<file path="src/rtl/critEntryPkg.sv">
package critEntryPkg;

  // state word bit positions (behaviour depends on them)
  localparam int ST_USER_LOCK  = 26;
  localparam int ST_VEC_UNIT   = 25;
  localparam int ST_WAIT       = 18;
  localparam int ST_CRIT_EN    = 17;
  localparam int ST_EXT_EN     = 15;
  localparam int ST_USER_MODE  = 14;
  localparam int ST_FLOAT      = 13;
  localparam int ST_MCHK_EN    = 12;
  localparam int ST_FP_MODE0   = 11;
  localparam int ST_DBG_EN     = 9;
  localparam int ST_FP_MODE1   = 8;
  localparam int ST_INST_SPACE = 5;
  localparam int ST_DATA_SPACE = 4;
  localparam int ST_RECOV      = 1;

  localparam int CLR_COUNT = 12;

  typedef struct packed {
    logic capture;    // commit all entry registers this edge
    logic useExtOff;  // take offset from requester
    logic clearDbg;   // clear debug-enable in new state
  } entryStrobe_t;

  function automatic int clrBitAt(input int idx);
    case (idx)
      0:  return ST_USER_LOCK;
      1:  return ST_VEC_UNIT;
      2:  return ST_WAIT;
      3:  return ST_CRIT_EN;
      4:  return ST_EXT_EN;
      5:  return ST_USER_MODE;
      6:  return ST_FLOAT;
      7:  return ST_FP_MODE0;
      8:  return ST_FP_MODE1;
      9:  return ST_INST_SPACE;
      10: return ST_DATA_SPACE;
      default: return ST_RECOV;
    endcase
  endfunction

endpackage

</file>
<file path="src/rtl/critEntryCtl.sv">
module critEntryCtl
  import critEntryPkg::*;
(
  input  logic         clk,
  input  logic         rstN,
  input  logic         reqN,
  input  logic         autoVecN,
  input  logic         critEn,
  input  logic         dbgUnitEn,
  input  logic         dbgClrCfg,
  output entryStrobe_t strobe,
  output logic         takeOut
);

  logic armed;

  always_comb begin
    strobe.capture   = !reqN && critEn && armed;
    strobe.useExtOff = autoVecN;
    strobe.clearDbg  = !dbgUnitEn || dbgClrCfg;
  end

  // disarm on take, rearm once critical enable is seen low
  always_ff @(posedge clk or negedge rstN) begin
    if (!rstN) begin
      armed   <= 1'b1;
      takeOut <= 1'b0;
    end else begin
      takeOut <= strobe.capture;
      if (strobe.capture)
        armed <= 1'b0;
      else if (!critEn)
        armed <= 1'b1;
    end
  end

endmodule

</file>
<file path="src/rtl/critEntryDp.sv">
module critEntryDp
  import critEntryPkg::*;
#(
  parameter int ADDR_W  = 32,
  parameter int STATE_W = 32,
  parameter int OFF_W   = 12,
  parameter int ALIGN_W = 4,
  localparam int PFX_W  = ADDR_W - OFF_W - ALIGN_W
) (
  input  logic               clk,
  input  logic               rstN,
  input  entryStrobe_t       strobe,
  input  logic [OFF_W-1:0]   extOff,
  input  logic [ADDR_W-1:0]  nextPc,
  input  logic [STATE_W-1:0] stateIn,
  input  logic [PFX_W-1:0]   vecPrefix,
  input  logic [OFF_W-1:0]   vecOffReg,
  output logic [ADDR_W-1:0]  retSave,
  output logic [STATE_W-1:0] stateSave,
  output logic [STATE_W-1:0] stateNew,
  output logic [ADDR_W-1:0]  vecOut
);

  logic [STATE_W-1:0] clrMask;
  logic [STATE_W-1:0] stateNext;
  logic [OFF_W-1:0]   offSel;
  logic [ADDR_W-1:0]  vecNext;

  // build the fixed clear mask, one generated term per bit
  for (genvar b = 0; b < STATE_W; b++) begin : g_mask
    always_comb begin
      clrMask[b] = 1'b0;
      for (int k = 0; k < CLR_COUNT; k++)
        if (clrBitAt(k) == b) clrMask[b] = 1'b1;
    end
  end

  always_comb begin
    stateNext = stateIn & ~clrMask;
    if (strobe.clearDbg) stateNext[ST_DBG_EN] = 1'b0;
    offSel  = strobe.useExtOff ? extOff : vecOffReg;
    vecNext = {vecPrefix, offSel, {ALIGN_W{1'b0}}};
  end

  always_ff @(posedge clk or negedge rstN) begin
    if (!rstN) begin
      retSave   <= '0;
      stateSave <= '0;
      stateNew  <= '0;
      vecOut    <= '0;
    end else if (strobe.capture) begin
      retSave   <= nextPc;
      stateSave <= stateIn;
      stateNew  <= stateNext;
      vecOut    <= vecNext;
    end
  end

endmodule

</file>
<file path="src/rtl/critEntry.sv">
module critEntry
  import critEntryPkg::*;
#(
  parameter int ADDR_W  = 32,
  parameter int STATE_W = 32,
  parameter int OFF_W   = 12,
  parameter int ALIGN_W = 4,
  localparam int PFX_W  = ADDR_W - OFF_W - ALIGN_W
) (
  input  logic               clk,
  input  logic               rstN,
  input  logic               reqN,
  input  logic               autoVecN,
  input  logic [OFF_W-1:0]   extOff,
  input  logic [ADDR_W-1:0]  nextPc,
  input  logic [STATE_W-1:0] stateIn,
  input  logic [PFX_W-1:0]   vecPrefix,
  input  logic [OFF_W-1:0]   vecOffReg,
  input  logic [1:0]         dbgCfg,
  output logic [ADDR_W-1:0]  retSave,
  output logic [STATE_W-1:0] stateSave,
  output logic [STATE_W-1:0] stateNew,
  output logic [ADDR_W-1:0]  vecOut,
  output logic               takeOut
);

  entryStrobe_t strobe;

  critEntryCtl u_ctl (
    .clk       (clk),
    .rstN      (rstN),
    .reqN      (reqN),
    .autoVecN  (autoVecN),
    .critEn    (stateIn[ST_CRIT_EN]),
    .dbgUnitEn (dbgCfg[0]),
    .dbgClrCfg (dbgCfg[1]),
    .strobe    (strobe),
    .takeOut   (takeOut)
  );

  critEntryDp #(
    .ADDR_W  (ADDR_W),
    .STATE_W (STATE_W),
    .OFF_W   (OFF_W),
    .ALIGN_W (ALIGN_W)
  ) u_dp (
    .clk       (clk),
    .rstN      (rstN),
    .strobe    (strobe),
    .extOff    (extOff),
    .nextPc    (nextPc),
    .stateIn   (stateIn),
    .vecPrefix (vecPrefix),
    .vecOffReg (vecOffReg),
    .retSave   (retSave),
    .stateSave (stateSave),
    .stateNew  (stateNew),
    .vecOut    (vecOut)
  );

endmodule

</file>
<file path="config.mk">
export PLATFORM = sky130hd
export DESIGN_NAME = critEntry
export DESIGN_NICKNAME = d
export VERILOG_FILES = /design/src/rtl/critEntryPkg.sv /design/src/rtl/critEntryCtl.sv /design/src/rtl/critEntryDp.sv /design/src/rtl/critEntry.sv
export SDC_FILE = /design/constraint.sdc
export NUM_CORES = 1
export LEC_CHECK = 0
export CORE_MARGIN = 4
export CORE_UTILIZATION = 40
export CTS_CLUSTER_SIZE = 8
export DETAILED_ROUTE_END_ITERATION = 8
export GPL_TIMING_DRIVEN = 0
export PLACE_DENSITY = 0.85
export SETUP_SLACK_MARGIN = 0.1
export SLEW_MARGIN = 20
export SYNTH_ARGS = -nofsm -noshare
export SYNTH_HDL_FRONTEND = slang
export SYNTH_HIERARCHICAL = 1
export SYNTH_SLANG_ARGS = --single-unit
export TNS_END_PERCENT = 10
</file>
<file path="constraint.sdc">
create_clock -name clk -period 3.55 [get_ports clk]
set_input_delay 0.8875 -clock clk [delete_from_list [all_inputs] [get_ports clk]]
set_output_delay 0.8875 -clock clk [all_outputs]
set_load 0.02 [all_outputs]
</file>
; Word level (Yosys, flattened, before mapping)
; Index checks and enable logic that the tools add are counted.
[op_classes]
n_eq_ne = 1
reduce_logical = 5
n_mux = 4
[ops]
columns = operator, n
row1 = $mux W12, 1
row2 = $mux W1, 3
row3 = $logic_and A1 B1 Y1, 2
row4 = $logic_not A1 Y1, 2
row5 = $ne A2 B1 Y1 const B, 1
row6 = $logic_or A1 B1 Y1, 1
[totals]
output_inout_bits = 129
register_bits = 114
input_bits = 110

; Longest topological paths before layout
[logic_depth]
ltp_word = 4
mapped_depth = 6

; Hierarchy
; Netlist, hierarchy kept.
[by_module_without_submodules]
columns = module, cells_per_inst, seq_area_each_um2, area_per_inst_um2, n_inst
row1 = critEntryDp, 261, 2327.2, 3883.7, 1
row2 = critEntryCtl, 6, 51.3, 83.8, 1

; Worst setup path before layout
; OpenSTA, ideal clock, no wires.
[synth_path]
path_type = input port to flip-flop
start = input port reqN
end = register u_dp.retSave[28]
arrival_ps = 1805
required_time_ps = 3425
n_path_buf = 3
slack_ps = 1620
cell_stages = 5
cell_sequence = and3b_1 > buf_6 > buf_6 > buf_6 > mux2_4
[synth_via]
elab_chain_len = 3
[synth_rtl]
columns = element, line
row1 = start: declaration, critEntry.sv:12  ; input logic reqN,
row2 = $logic_not A1 Y1, critEntryCtl.sv:18  ; strobe.capture = !reqN && critEn && armed;
row3 = $logic_and A1 B1 Y1 (2 in series), critEntryCtl.sv:18
row4 = end signal: assignment, critEntryDp.sv:52  ; retSave <= nextPc;
row5 = end: declaration, critEntryDp.sv:18  ; output logic [ADDR_W-1:0] retSave,
; No other way between the ends.
; A chain may end at the register's enable or synchronous reset.

; Worst setup path in the final report
[layout_path]
start = register u_dp.stateSave[24]
end = output port stateSave[24]
[layout_rtl]
columns = element, line
row1 = start: declaration, critEntryDp.sv:19  ; output logic [STATE_W-1:0] stateSave,
row2 = start signal: assignment, critEntryDp.sv:53  ; stateSave <= stateIn;
row3 = end: declaration, critEntry.sv:21  ; output logic [STATE_W-1:0] stateSave,
; No word-level cell between the ends.

==> Implementation_results.wiki <==
{| class="wikitable"
! Metric !! Value
|-
| Insertion delay of the later-clocked pin in the worst-skew pair || 0.35 ns
|-
| Number of distinct standard cells referenced by the synthesized netlist || 18
|-
| Outcome || complete, no violations
|-
| Period utilisation layout || 65.7%
|-
| Multi-input gate area || 0.00127 mm2
|-
| Clock Sinks || 95
|-
| Root buf cell || clkbuf_8
|-
| Post-synthesis sequential area ratio || 59.9%
|-
| Core area || 0.00973 mm2
|-
| Max Slew Vio Count || 0
|-
| Port buffer count || 221
|-
| Final routed wire length divided by cell count || 16.2 um
|-
| Final min period || 2.33 ns
|-
| Fraction of layout cells with a size suffix above 1 || 28.5%
|-
| Clock-pin slew of the registers on the worst-case setup and hold paths || 0.09 ns
|-
| Maximum net fanout on the critical path || 3
|-
| # fillers || 727
|-
| Final Hold Violating Endpoints || 0
|-
| Max VDD drop || 0.000263 V
|-
| DIE WIDTH || 108 um
|-
| Fraction of met3 tracks used by global routing || 6.36%
|-
| Main area contributors after synthesis || dfrtp_1 (59%), mux2_2 (19%), buf_4 (6.8%)
|-
| Endpoint type of the worst setup path || primary output
|-
| Initial antenna violation count || 0
|-
| CTS Buffer Depth || 2
|-
| CTS tree || yes
|-
| Number of cells upsized or downsized after cts || 0
|-
| Maximum clock skew at final layout || 0.0127 ns
|-
| Most frequent cells after synthesis || dfrtp_1 (94), mux2_2 (67), buf_4 (36), mux2_4 (13)
|-
| Overall routed net length || 10.6 mm
|-
| Top achievable clock speed || 429 MHz
|-
| Final core occ || 68.0%
|-
| Final weighted congestion in routability-driven placement || 0.744
|-
| Met2 layer usage reported by global route || 32.1%
|-
| Initial Util || 40.8%
|-
| Crit path launch type || register
|-
| PwrDens || 518 mW/mm2
|-
| Most frequent cell after synthesis || dfrtp_1
|-
| Worst path arrival time || 1.44 ns
|-
| Share of the synthesized area in the top cell type || 59.3%
|-
| Gr usage total || 18.1%
|-
| Number of nets with antenna violations after routing || 0
|-
| Number of top-level design ports || 239
|-
| GR Layer Usage met1 || 19.9%
|-
| Busiest grt layer || met2
|-
| CTS buffer count || 9
|-
| Layout-stage area growth over the synthesis result || 66.8%
|-
| Flops & latches, synth || 95
|-
| Number of cell rows || 36
|-
| Unrepaired setup endpoints after global routing || no
|-
| Vias per inst || 4.51
|-
| Class of the worst hold path || in -> async
|-
| Setup bufs post-CTS || 0
|-
| Worst hold margin || 0.455 ns
|-
| FF/Latch Area || 0.00238 mm2
|-
| Via count of the first global-routing pass || 3209
|-
| Number of search-and-repair iterations in the first detailed-routing pass || 4
|-
| Total Die Area || 0.0116 mm2
|-
| Critical path required time || 2.66 ns
|-
| Residual DRC count || 0
|-
| Mean post-synth cell area || 14.9 um2
|-
| Synth Cell Area || 0.00397 mm2
|-
| Pin count of the biggest net entering global routing || 51
|-
| Leakage power || 2.88 nW
|-
| Final sum of negative setup slack || 0 ns
|-
| Drt initial violations || 101
|-
| Hold-fix buffers, CTS || 0
|-
| Top flip-flop cell by instance count after synthesis || dfrtp_1
|-
| Cells after Synth || 267
|-
| Antenna cell count || 0
|-
| Async set-reset flop share out of synthesis || 100%
|-
| Overflow after GRT || 0
|-
| Number of vias after detailed routing || 2947
|-
| Library cell with the largest summed area after synthesis || dfrtp_1
|-
| Count of max-cap constraint violations || 0
|-
| First-pass GRT wire length || 16.2 mm
|-
| Final nets || 625
|-
| Type of the worst setup path || reg -> out
|-
| Post-synth EDFFs || 0
|-
| Final count of negative-setup-slack endpoints || 0
|-
| Number of H-tree branching levels || 3
|-
| Half-perimeter wire length of the detailed placement result || 8.27 mm
|-
| Yosys warnings || 6
|-
| Die boundary height || 108 um
|}
==> logic make-up after synthesis <==
group	after synthesis	synth area share, %
other	1	0.0945
multiplexers	92	27.0
AO/OA/AOI/OAI	14	1.89
flip-flops	95	59.9
buffers and inverters	50	9.40
AND/OR/NAND/NOR	15	1.70
==> layout by cell type, fill, tap and decap left out <==
cell type        instances
clkdlybuf4s50_1        220
dfrtp_1                 94
mux2_2                  67
buf_4                   36
conb_1                  16
mux2_4                  13
mux2i_1                 12
nor2_1                  12
a21oi_1                 12
clkbuf_8                 9
buf_2                    7
buf_6                    6
clkinv_2                 5
clkinv_4                 1
bufinv_16                1
buf_16                   1
nand2b_1                 1
a21bo_1                  1
and3b_1                  1
dfstp_2                  1
inv_1                    1
nand3b_1                 1
o21ai_0                  1
clkbuf_4                 1
==> worst max-delay path, stage by stage, from the launching register on <==
cell             delay, ns
dfrtp_1               0.39
buf_4                 0.12
clkdlybuf4s50_1       0.59
==> flip-flops by register name (all words and copies together) (netlist names) <==
register,count
u_ctl/armed,1
u_dp/stateSave,32
u_dp/retSave,32
u_dp/stateNew,1
u_ctl/takeOut,1
u_dp/vecOut,28
==> stage by stage <==
stage / worst slack (ns) / total power [mW] / std cells / instance area, um2
floorplan: 1.62 / 2.06 / 282 / 4020
global placement: -1.81 / 2.74 / 636 / 6400
detailed placement: 1.03 / 2.78 / 637 / 6430
CTS: 1.18 / 3.48 / 653 / 6620
global route: 1.15 / 3.61 / 653 / 6620
finish: 1.22 / 3.43 / 653 / 6620
==> layout make-up <==
type                       count  share of cell area, %
buffer                        49                   5.58
clock buffer                   9                   1.87
clock inverter                 7                  0.964
inverter                       1                 0.0567
multi-input combinational    137                   19.2
sequential                    95                   35.9
tap                          133                   2.51
timing repair buffer         222                   33.9
==> worst paths after layout <==
check	from	to	slack [ns]	cells past startpoint
max	u_dp/stateSave[24]	stateSave[24]	1.22	2
min	rstN	u_dp/retSave[29]	0.46	1
max reg2reg	u_ctl/armed	u_dp/stateSave[25]	1.89	4
min reg2reg	u_dp/vecOut[20]	u_dp/vecOut[20]	0.51	1
max in group asynchronous	rstN	u_ctl/armed	2.46	2
min in group clk	u_dp/vecOut[20]	u_dp/vecOut[20]	0.51	1
==> power breakdown <==
part | internal (mW) | leakage (nW) | total (mW) | switching [mW]
Combinational | 0.756 | 1.67 | 1.34 | 0.588
Clock | 0.321 | 0.103 | 0.681 | 0.360
Sequential | 1.29 | 1.11 | 1.40 | 0.118
==> per-layer routing <==
metal | wire length [um] | share of wire, % | vias up
li1 | - | - | 1357
met1 | 3740 | 35 | 1433
met2 | 5570 | 53 | 141
met3 | 1070 | 10 | 16
met4 | 182 | 1.7 | 0
met5 | 0 | 0 | -
Note: power is estimated with default switching activity, not from simulation.
